### config.mk
export PLATFORM = sky130hd
export DESIGN_NAME = seq_player
export DESIGN_NICKNAME = d
export VERILOG_FILES = /design/src/rtl/seq_pkg.sv /design/src/rtl/seq_shift.sv /design/src/rtl/seq_trig.sv /design/src/rtl/seq_pins.sv /design/src/rtl/seq_player.sv
export SDC_FILE = /design/constraint.sdc
export NUM_CORES = 1
export LEC_CHECK = 0
export BUFFER_PORTS_ARGS = -buffer_cell sky130_fd_sc_hd__buf_2
export CAP_MARGIN = 10
export CORE_MARGIN = 2
export CORE_UTILIZATION = 50
export CTS_CLUSTER_SIZE = 8
export DETAILED_ROUTE_END_ITERATION = 10
export HOLD_SLACK_MARGIN = 0.1
export MAX_ROUTING_LAYER = met4
export PLACE_DENSITY_LB_ADDON = 0.12
export SLEW_MARGIN = 25
export SYNTH_ARGS = -nofsm -noshare
export SYNTH_HDL_FRONTEND = slang
export SYNTH_SLANG_ARGS = --single-unit
export TNS_END_PERCENT = 5
### constraint.sdc
create_clock -name clk_i -period 2.6 [get_ports clk_i]
set_clock_uncertainty 0.1 [all_clocks]
set_input_delay 0.52 -clock clk_i [delete_from_list [all_inputs] [get_ports clk_i]]
set_output_delay 0.52 -clock clk_i [all_outputs]
set_load 0.03 [all_outputs]
### src/rtl/seq_pkg.sv
package seq_pkg;
  typedef enum logic [2:0] {
    S_IDLE,
    S_HDR_RD,
    S_HDR,
    S_BODY_RD,
    S_BODY,
    S_SHIFT,
    S_WTRIG,
    S_WRAMP
  } seq_state_e;

  localparam logic [7:0] ACT_WAIT_TRIG = 8'hA4;
  localparam logic [7:0] ACT_WAIT_RAMP = 8'hA8;
  localparam int unsigned NUM_PINS = 4;
endpackage

### src/rtl/seq_shift.sv
module seq_shift #(
  parameter int unsigned DIV_HALF = 2
) (
  input  logic       clk_i,
  input  logic       rst_ni,
  input  logic       clr_i,
  input  logic       load_i,
  input  logic [7:0] byte_i,
  output logic       done_o,
  output logic       sclk_o,
  output logic       sdio_o
);
  localparam int unsigned PERIOD = 2 * DIV_HALF;
  localparam int unsigned PW     = (PERIOD > 2) ? $clog2(PERIOD) : 1;
  localparam logic [PW-1:0] PH_LAST = PW'(PERIOD - 1);
  localparam logic [PW-1:0] PH_HIGH = PW'(DIV_HALF);

  logic          act_q;
  logic [7:0]    sh_q;
  logic [2:0]    bit_q;
  logic [PW-1:0] ph_q;
  logic          last_ph;

  assign last_ph = (ph_q == PH_LAST);
  assign done_o  = act_q && last_ph && (bit_q == 3'd7);
  assign sclk_o  = act_q && (ph_q >= PH_HIGH);
  assign sdio_o  = act_q && sh_q[7];

  always_ff @(posedge clk_i or negedge rst_ni) begin
    if (!rst_ni) begin
      act_q <= 1'b0;
      sh_q  <= '0;
      bit_q <= '0;
      ph_q  <= '0;
    end else if (clr_i) begin
      act_q <= 1'b0;
      sh_q  <= '0;
      bit_q <= '0;
      ph_q  <= '0;
    end else if (load_i && !act_q) begin
      act_q <= 1'b1;
      sh_q  <= byte_i;
      bit_q <= '0;
      ph_q  <= '0;
    end else if (act_q) begin
      if (last_ph) begin
        ph_q  <= '0;
        sh_q  <= {sh_q[6:0], 1'b0};
        bit_q <= bit_q + 3'd1;
        if (bit_q == 3'd7) act_q <= 1'b0;
      end else begin
        ph_q <= ph_q + PW'(1);
      end
    end
  end
endmodule

### src/rtl/seq_trig.sv
module seq_trig #(
  parameter int unsigned SYNC = 2
) (
  input  logic clk_i,
  input  logic rst_ni,
  input  logic trig_i,
  input  logic arm_i,
  input  logic wait_i,
  output logic hit_o
);
  logic [SYNC-1:0] sync_q;
  logic            prev_q;
  logic            armed_q;
  logic            s;

  assign s     = sync_q[SYNC-1];
  assign hit_o = armed_q && wait_i && s && !prev_q;

  always_ff @(posedge clk_i or negedge rst_ni) begin
    if (!rst_ni) begin
      sync_q  <= '0;
      prev_q  <= 1'b0;
      armed_q <= 1'b0;
    end else begin
      sync_q <= {sync_q[SYNC-2:0], trig_i};
      prev_q <= s;
      if (arm_i)       armed_q <= 1'b1;
      else if (!wait_i) armed_q <= 1'b0;
    end
  end
endmodule

### src/rtl/seq_pins.sv
module seq_pins
  import seq_pkg::*;
(
  input  logic                clk_i,
  input  logic                rst_ni,
  input  logic                set_i,
  input  logic [7:0]          code_i,
  output logic [NUM_PINS-1:0] pins_o
);
  for (genvar i = 0; i < NUM_PINS; i++) begin : g_pin
    localparam logic [7:0] CODE_LO = 8'(2 * i + 1);
    localparam logic [7:0] CODE_HI = 8'(2 * i + 2);
    always_ff @(posedge clk_i or negedge rst_ni) begin
      if (!rst_ni)                          pins_o[i] <= 1'b0;
      else if (set_i && code_i == CODE_LO)  pins_o[i] <= 1'b0;
      else if (set_i && code_i == CODE_HI)  pins_o[i] <= 1'b1;
    end
  end
endmodule

### src/rtl/seq_player.sv
module seq_player
  import seq_pkg::*;
#(
  parameter int unsigned AW       = 6,
  parameter int unsigned DIV_HALF = 2,
  parameter int unsigned SYNC     = 2
) (
  input  logic          clk_i,
  input  logic          rst_ni,
  input  logic          start_i,
  input  logic          rewind_i,
  input  logic [AW:0]   end_ptr_i,
  output logic [AW-1:0] mem_addr_o,
  input  logic [7:0]    mem_data_i,
  input  logic          trig_i,
  input  logic          ramp_done_i,
  output logic          busy_o,
  output logic          sclk_o,
  output logic          sdio_o,
  output logic          io_reset_o,
  output logic          io_update_o,
  output logic          dr_hold_o,
  output logic          dr_ctrl_o
);
  localparam logic [AW:0] PTR_ONE = (AW+1)'(1);

  seq_state_e          st_q;
  logic [AW:0]         ptr_q;
  logic [7:0]          len_q;
  logic                act_rec_q;
  logic                pin_set, sh_load, sh_done, trig_arm, trig_hit;
  logic [NUM_PINS-1:0] pins;

  assign mem_addr_o = ptr_q[AW-1:0];
  assign busy_o     = (st_q != S_IDLE);

  assign pin_set  = (st_q == S_BODY) && act_rec_q && !rewind_i;
  assign sh_load  = (st_q == S_BODY) && !act_rec_q && !rewind_i;
  assign trig_arm = pin_set && (mem_data_i == ACT_WAIT_TRIG);

  always_ff @(posedge clk_i or negedge rst_ni) begin
    if (!rst_ni) begin
      st_q      <= S_IDLE;
      ptr_q     <= '0;
      len_q     <= '0;
      act_rec_q <= 1'b0;
    end else if (rewind_i) begin
      st_q  <= S_IDLE;
      ptr_q <= '0;
    end else begin
      unique case (st_q)
        S_IDLE:    if (start_i) st_q <= S_HDR_RD;
        S_HDR_RD:  st_q <= (ptr_q >= end_ptr_i) ? S_IDLE : S_HDR;
        S_HDR: begin
          len_q     <= mem_data_i;
          act_rec_q <= (mem_data_i == 8'd1);
          ptr_q     <= ptr_q + PTR_ONE;
          st_q      <= (mem_data_i == 8'd0) ? S_HDR_RD : S_BODY_RD;
        end
        S_BODY_RD: st_q <= S_BODY;
        S_BODY: begin
          ptr_q <= ptr_q + PTR_ONE;
          len_q <= len_q - 8'd1;
          if (act_rec_q) begin
            if (mem_data_i == ACT_WAIT_TRIG)      st_q <= S_WTRIG;
            else if (mem_data_i == ACT_WAIT_RAMP) st_q <= S_WRAMP;
            else                                  st_q <= S_HDR_RD;
          end else begin
            st_q <= S_SHIFT;
          end
        end
        S_SHIFT:   if (sh_done) st_q <= (len_q == 8'd0) ? S_HDR_RD : S_BODY_RD;
        S_WTRIG:   if (trig_hit) st_q <= S_HDR_RD;
        S_WRAMP:   if (ramp_done_i) st_q <= S_HDR_RD;
        default:   st_q <= S_IDLE;
      endcase
    end
  end

  seq_shift #(.DIV_HALF(DIV_HALF)) u_shift (
    .clk_i  (clk_i),
    .rst_ni (rst_ni),
    .clr_i  (rewind_i),
    .load_i (sh_load),
    .byte_i (mem_data_i),
    .done_o (sh_done),
    .sclk_o (sclk_o),
    .sdio_o (sdio_o)
  );

  seq_trig #(.SYNC(SYNC)) u_trig (
    .clk_i  (clk_i),
    .rst_ni (rst_ni),
    .trig_i (trig_i),
    .arm_i  (trig_arm),
    .wait_i (st_q == S_WTRIG),
    .hit_o  (trig_hit)
  );

  seq_pins u_pins (
    .clk_i  (clk_i),
    .rst_ni (rst_ni),
    .set_i  (pin_set),
    .code_i (mem_data_i),
    .pins_o (pins)
  );

  assign io_reset_o  = pins[0];
  assign io_update_o = pins[1];
  assign dr_hold_o   = pins[2];
  assign dr_ctrl_o   = pins[3];
endmodule

== After elaboration in Yosys (flattened, before gate mapping) ==
Cells that the tools add are included.

* Input port bits: 21
* Flip-flop bits (word level): 41
* Output and inout port bits: 13
* Word-level logic and storage cells: 130

* Equality and inequality tests: 24
* Muxes and demuxes: 42
* Reductions and logical operators: 42
* $lt $le $gt $ge: 2
* Add/sub/neg operators: 4
* Bitwise operators: 1

{| class="wikitable"
|+ Operators by type and width
! operator !! number
|-
| $mux 3 || 12
|-
| $eq 8x3->1 const B || 4
|-
| $mux 8 || 4
|-
| $pmux 3 s8 || 1
|-
| $logic_and 1x1->1 || 21
|-
| $eq 8x2->1 const B || 2
|-
| $eq 8x8->1 const B || 2
|-
| $logic_not 8->1 || 2
|-
| $pmux 8 s2 || 1
|-
| $eq 3x3->1 const B || 5
|-
| $mux 1 || 15
|-
| $mux 2 || 7
|-
| $mux 7 || 2
|-
| $ne 3x3->1 const B || 4
|-
| $reduce_bool 2->1 || 6
|-
| $reduce_bool 3->1 || 3
|-
| $eq 8x1->1 const B || 1
|-
| $eq 8x4->1 const B || 1
|-
| $sub 8x1->8 const B || 1
|-
| $add 7x1->7 const B || 1
|-
| $ge 7x7->1 || 1
|-
| $eq 3x2->1 const B || 2
|-
| $reduce_and 2->1 || 3
|-
| $logic_not 1->1 || 4
|-
| 10 further kinds || 10
|}

== Longest topological paths before layout ==
* Depth in word-level cells: 7
* Mapped depth: 8
* Mapped depth without buffers: 7

== Hierarchy ==
From an unflattened synthesis, not the netlist that was laid out.

* Cell total of the unflattened synthesis: 273
* Area total of the unflattened synthesis: 2518.7 µm²

{| class="wikitable"
|+ By module, submodules not included
! module !! instances !! area an instance (µm²) !! sequential area each (µm²) !! cells each
|-
| seq_player || 1 || 1435.1 || 475.5 || 170
|-
| seq_shift || 1 || 719.4 || 350.3 || 71
|-
| seq_pins || 1 || 246.5 || 100.1 || 26
|-
| seq_trig || 1 || 117.6 || 100.1 || 6
|}

== Least setup slack after synthesis ==
OpenSTA, ideal clock, no wires.

* Path kind: register -> register
* Start point: reg len_q[0]
* End point: reg st_q[1]
* Setup time: 121 ps
* Buffers on the path: 0
* Stages on the path, launching flop included: 7
* Required time: 2379 ps
* Arrival: 1648 ps
* Clock period less this slack: 1870 ps
* Path slack: 730 ps
* Path through: dfrtp_1 inv_1 ha_1 or4b_2 nor4_1 o311a_1 o21ai_1

* Longest elaborated chain between the ends: 5

{| class="wikitable"
|+ Ends and longest elaborated chain
! element !! RTL line !! text
|-
| from (decl) || seq_player.sv:29 || <nowiki>logic [7:0] len_q;</nowiki>
|-
| from (signal assigned) || seq_player.sv:55 || <nowiki>len_q <= mem_data_i;</nowiki>
|-
| from (signal assigned) || seq_player.sv:63 || <nowiki>len_q <= len_q - 8'd1;</nowiki>
|-
| $logic_not 8->1 || seq_player.sv:72 || <nowiki>S_SHIFT: if (sh_done) st_q <= (len_q == 8'd0) ? S_HDR_RD : S_BODY_RD;</nowiki>
|-
| $mux 2 || seq_player.sv:72 ||
|-
| $mux 3 || seq_player.sv:72 ||
|-
| $pmux 3 s8 || seq_player.sv:51 || <nowiki>unique case (st_q)</nowiki>
|-
| $mux 3 || seq_player.sv:47 || <nowiki>end else if (rewind_i) begin</nowiki>
|-
| to (signal assigned) || seq_player.sv:53 || <nowiki>S_HDR_RD: st_q <= (ptr_q >= end_ptr_i) ? S_IDLE : S_HDR;</nowiki>
|-
| to (signal assigned) || seq_player.sv:58 || <nowiki>st_q <= (mem_data_i == 8'd0) ? S_HDR_RD : S_BODY_RD;</nowiki>
|-
| to (signal assigned) || seq_player.sv:72 ||
|-
| to (decl) || seq_player.sv:27 || <nowiki>seq_state_e st_q;</nowiki>
|}

Every way passes these cells. The select of a mux whose other input is x is not followed.
A chain may end at the register's enable or synchronous reset.

== Worst setup path after layout ==
* Start point: reg st_q[1]
* End point: out busy_o

* Longest elaborated chain between the ends: 1

{| class="wikitable"
|+ Ends and longest elaborated chain
! element !! RTL line !! text
|-
| $reduce_bool 3->1 || seq_player.sv:35 || <nowiki>assign busy_o = (st_q != S_IDLE);</nowiki>
|-
| to (decl) || seq_player.sv:17 || <nowiki>output logic busy_o,</nowiki>
|}

Every way passes these cells.

==> impl_metrics.json <==
{
  "startpoint_type": "flip-flop",
  "dp_hpwl_microns": 3738,
  "synthMuxAreaShare_pct": 0.8122,
  "cpPeakStageDelay_ns": 0.54,
  "synth_top_area_share_pct": 41.62,
  "maxSlewHeadroom_pct": 63.23,
  "r2r-start": "st_q[1]",
  "start_util_pct": 52.19,
  "rsz0062_at_grt": "no",
  "grt_max_degree": 18,
  "drt_iter0_markers": 65,
  "power_per_cell_area_nw_per_um2": 581.3,
  "stdcell_count": 371,
  "ys_warn_count": 0,
  "overflow": 0,
  "antenna_left": 0,
  "die-width_microns": 74.21,
  "routedWlPerCell_microns": 14.11,
  "synth_cell_types": 48,
  "ys_async_sr_fraction_pct": 100.0,
  "antenna_found_initial": 0,
  "die_h_microns": 74.21,
  "fill_cells": 437,
  "layout-drive-gt1-share_pct": 16.78,
  "ioPinCount": 34,
  "cp.required_ns": 1.98,
  "place.gp.congestion": 0.8238,
  "arrival_ns": 1.51,
  "cts.sinks": 41,
  "std_cell_rows": 25,
  "fmax_mhz": 468.7,
  "cts_resized": 0,
  "worstHoldStart": "trig_i",
  "routed-via-count": 2031,
  "vdd_drop_max_v": 0.0003776,
  "ys.flop_type": "dfrtp_1",
  "worstMarginPinSlew_ns": 0.5515,
  "core_area_sq_um": 4723,
  "cts_tree": "done",
  "grt_pass1_vias": 1870,
  "hold_class": "in -> reg",
  "drv_slew": 0,
  "synth_seq_area_share_pct": 41.62,
  "crit_fanout": 14,
  "slowest_stage": "dfrtp_1",
  "synth-simple-area-share_pct": 22.28,
  "clk_latency_ns": 0.29,
  "place_inst": 362,
  "drt-total-wl_microns": 5233,
  "synth_area_per_cell_sq_um": 8.772,
  "port_buffers": 33,
  "syn-cell-area_sq_um": 2465,
  "cts_made_buffers": 5,
  "period_share_pct": 82.06,
  "post-cts-setup-buffers": 0,
  "power_leakage_uw": 0.001309,
  "crit_chain": "or3_1 > buf_2",
  "setup_viol": 0,
  "antenna_cells": 0,
  "fp.dieArea_sq_um": 5507,
  "ys_seq_elements": 41,
  "synth-adder-area-share_pct": 6.599,
  "synth_nets": 315,
  "status": "completed",
  "cts.clk_slew.worst_paths_ns": 0.07,
  "synth_edf_count": 0,
  "fin_nets": 337,
  "syn_to_final_growth_pct": 12.03,
  "cap_violations": 0,
  "post_synth_xor_area_fraction_pct": 3.198,
  "htree_levels": 2,
  "clock-root-buffer": "clkbuf_8",
  "track_usage_pct": 21.10,
  "grt_pass1_wl_microns": 8756,
  "cts_hold_repair.buffers": 1,
  "cts_buffer_depth": 2,
  "period_minus_slack_ns": 2.134,
  "final_hold_viol_count": 0,
  "end_kind": "output port",
  "synth_top_family_by_area": "simple AND/OR/NAND/NOR gates",
  "startpoint": "st_q[1]",
  "critPathKind": "reg -> out",
  "dr.pass1.iters": 4,
  "final.setup.tns_ns": 0,
  "synthCells": 281,
  "drc": 0,
  "synth_compound_area_share_pct": 17.72,
  "synth_top_area_cell": "dfrtp_1",
  "synth_area_leaders": "dfrtp_1, ha_1, nor2_1",
  "vias_per_cell": 5.474
}
[Yosys cell counts (all sizes together), types with 2 or more instances]
master and count:
ha 13, a21o 3, o22a 4, nand2 24
nand3 18, and2 2, xor2 5, a311oi 7
and4 2, nand4 2, a31oi 7, o22ai 3
buf 14, dfrtp 41, inv 16, a21oi 16
nand2b 4, xnor2 4, o31ai 3, clkbuf 12
mux2i 2, o21ai 10, nor2 30, nor3 9
o21a 2, o211ai 2, nor4 6, o21ba 2
or3 4
[stage by stage]
stage	hold WS (ns)	setup slack [ns]	power, uW	area, sq um	util (%)
floorplan	0.1244	0.7301	993.1	2465	-
global placement	0.2413	0.5698	1081	2635	55.79
detailed placement	0.2512	0.5504	1084	2635	55.79
CTS	0.2329	0.4759	1620	2761	58.46
global route	0.2251	0.4123	1700	2761	58.46
finish	0.2398	0.4664	1605	2761	58.46
[path summary, 6_finish.rpt]
check                                        end  depth (start not counted)  slack [ns]
min in group asynchronous               ptr_q[2]                          2        0.55
worst min-delay path            u_trig.sync_q[0]                          1        0.24
max in group asynchronous               len_q[7]                          3        1.34
worst max-delay path                      busy_o                          2        0.47
worst min register to register  u_trig.sync_q[1]                          0        0.27
worst max register to register          len_q[3]                          4        0.54
[placed cells by master, fill, tap and decap left out, types with 6 or more instances in the layout]
cell type   n
dfrtp_1    41
a31oi_1     7
o21ai_0     7
nand3_1    17
clkbuf_8    6
nor2_1     30
a21oi_1    16
buf_2      33
buf_4       7
nand2_1    24
nor3_1      9
ha_1       13
a311oi_1    7
inv_1      16
[state kept, by name, summed over array words and instances, names as in the netlist, 2 cells and up]
signal	cells
len_q	8
u_shift.sh_q	8
ptr_q	7
u_pins.pins_o	4
st_q	3
u_shift.bit_q	3
u_shift.ph_q	2
u_trig.sync_q	2
[where the power goes]
part	switching (uW)	internal, uW	total [uW]	leakage, uW
clock	215	313	528	0.0000585
sequential	88.8	714	802	0.000549
combinational	156	119	275	0.000701
total	460	1150	1610	0.00131
[critical path: cells and delay by family, from the launching register on]
family,cells,cell delay [ns]
flip-flops,1,0.54
AND/OR/NAND/NOR,1,0.48
buffers and inverters,1,0.20
[cell families after synthesis]
family | Yosys count
buffers and inverters | 42
AO/OA/AOI/OAI | 65
adder cells (fa/ha/maj) | 13
XOR/XNOR | 9
multiplexers | 2
flip-flops | 41
AND/OR/NAND/NOR | 109
[final cells by class]
| class | instances | area, sq um | share of cell area (%) |
|---|---|---|---|
| multi-input cells | 198 | 1247 | 45.17 |
| flip-flops and latches | 41 | 1026 | 37.15 |
| repair buffers | 41 | 227.7 | 8.246 |
| clock buffers | 7 | 86.33 | 3.126 |
| well taps | 67 | 83.83 | 3.036 |
| inverters | 16 | 60.06 | 2.175 |
| clock inverters | 1 | 30.03 | 1.087 |
[routing by layer]
metal	up-vias	global-route usage, %	part of all wire [%]
li1	1044	-	-
met1	939	29.01	52
met2	44	32.14	44
met3	4	4.472	3.9
met4	0	4.960	0.55
met5	-	-	0
(Power assumes the default switching activity.)
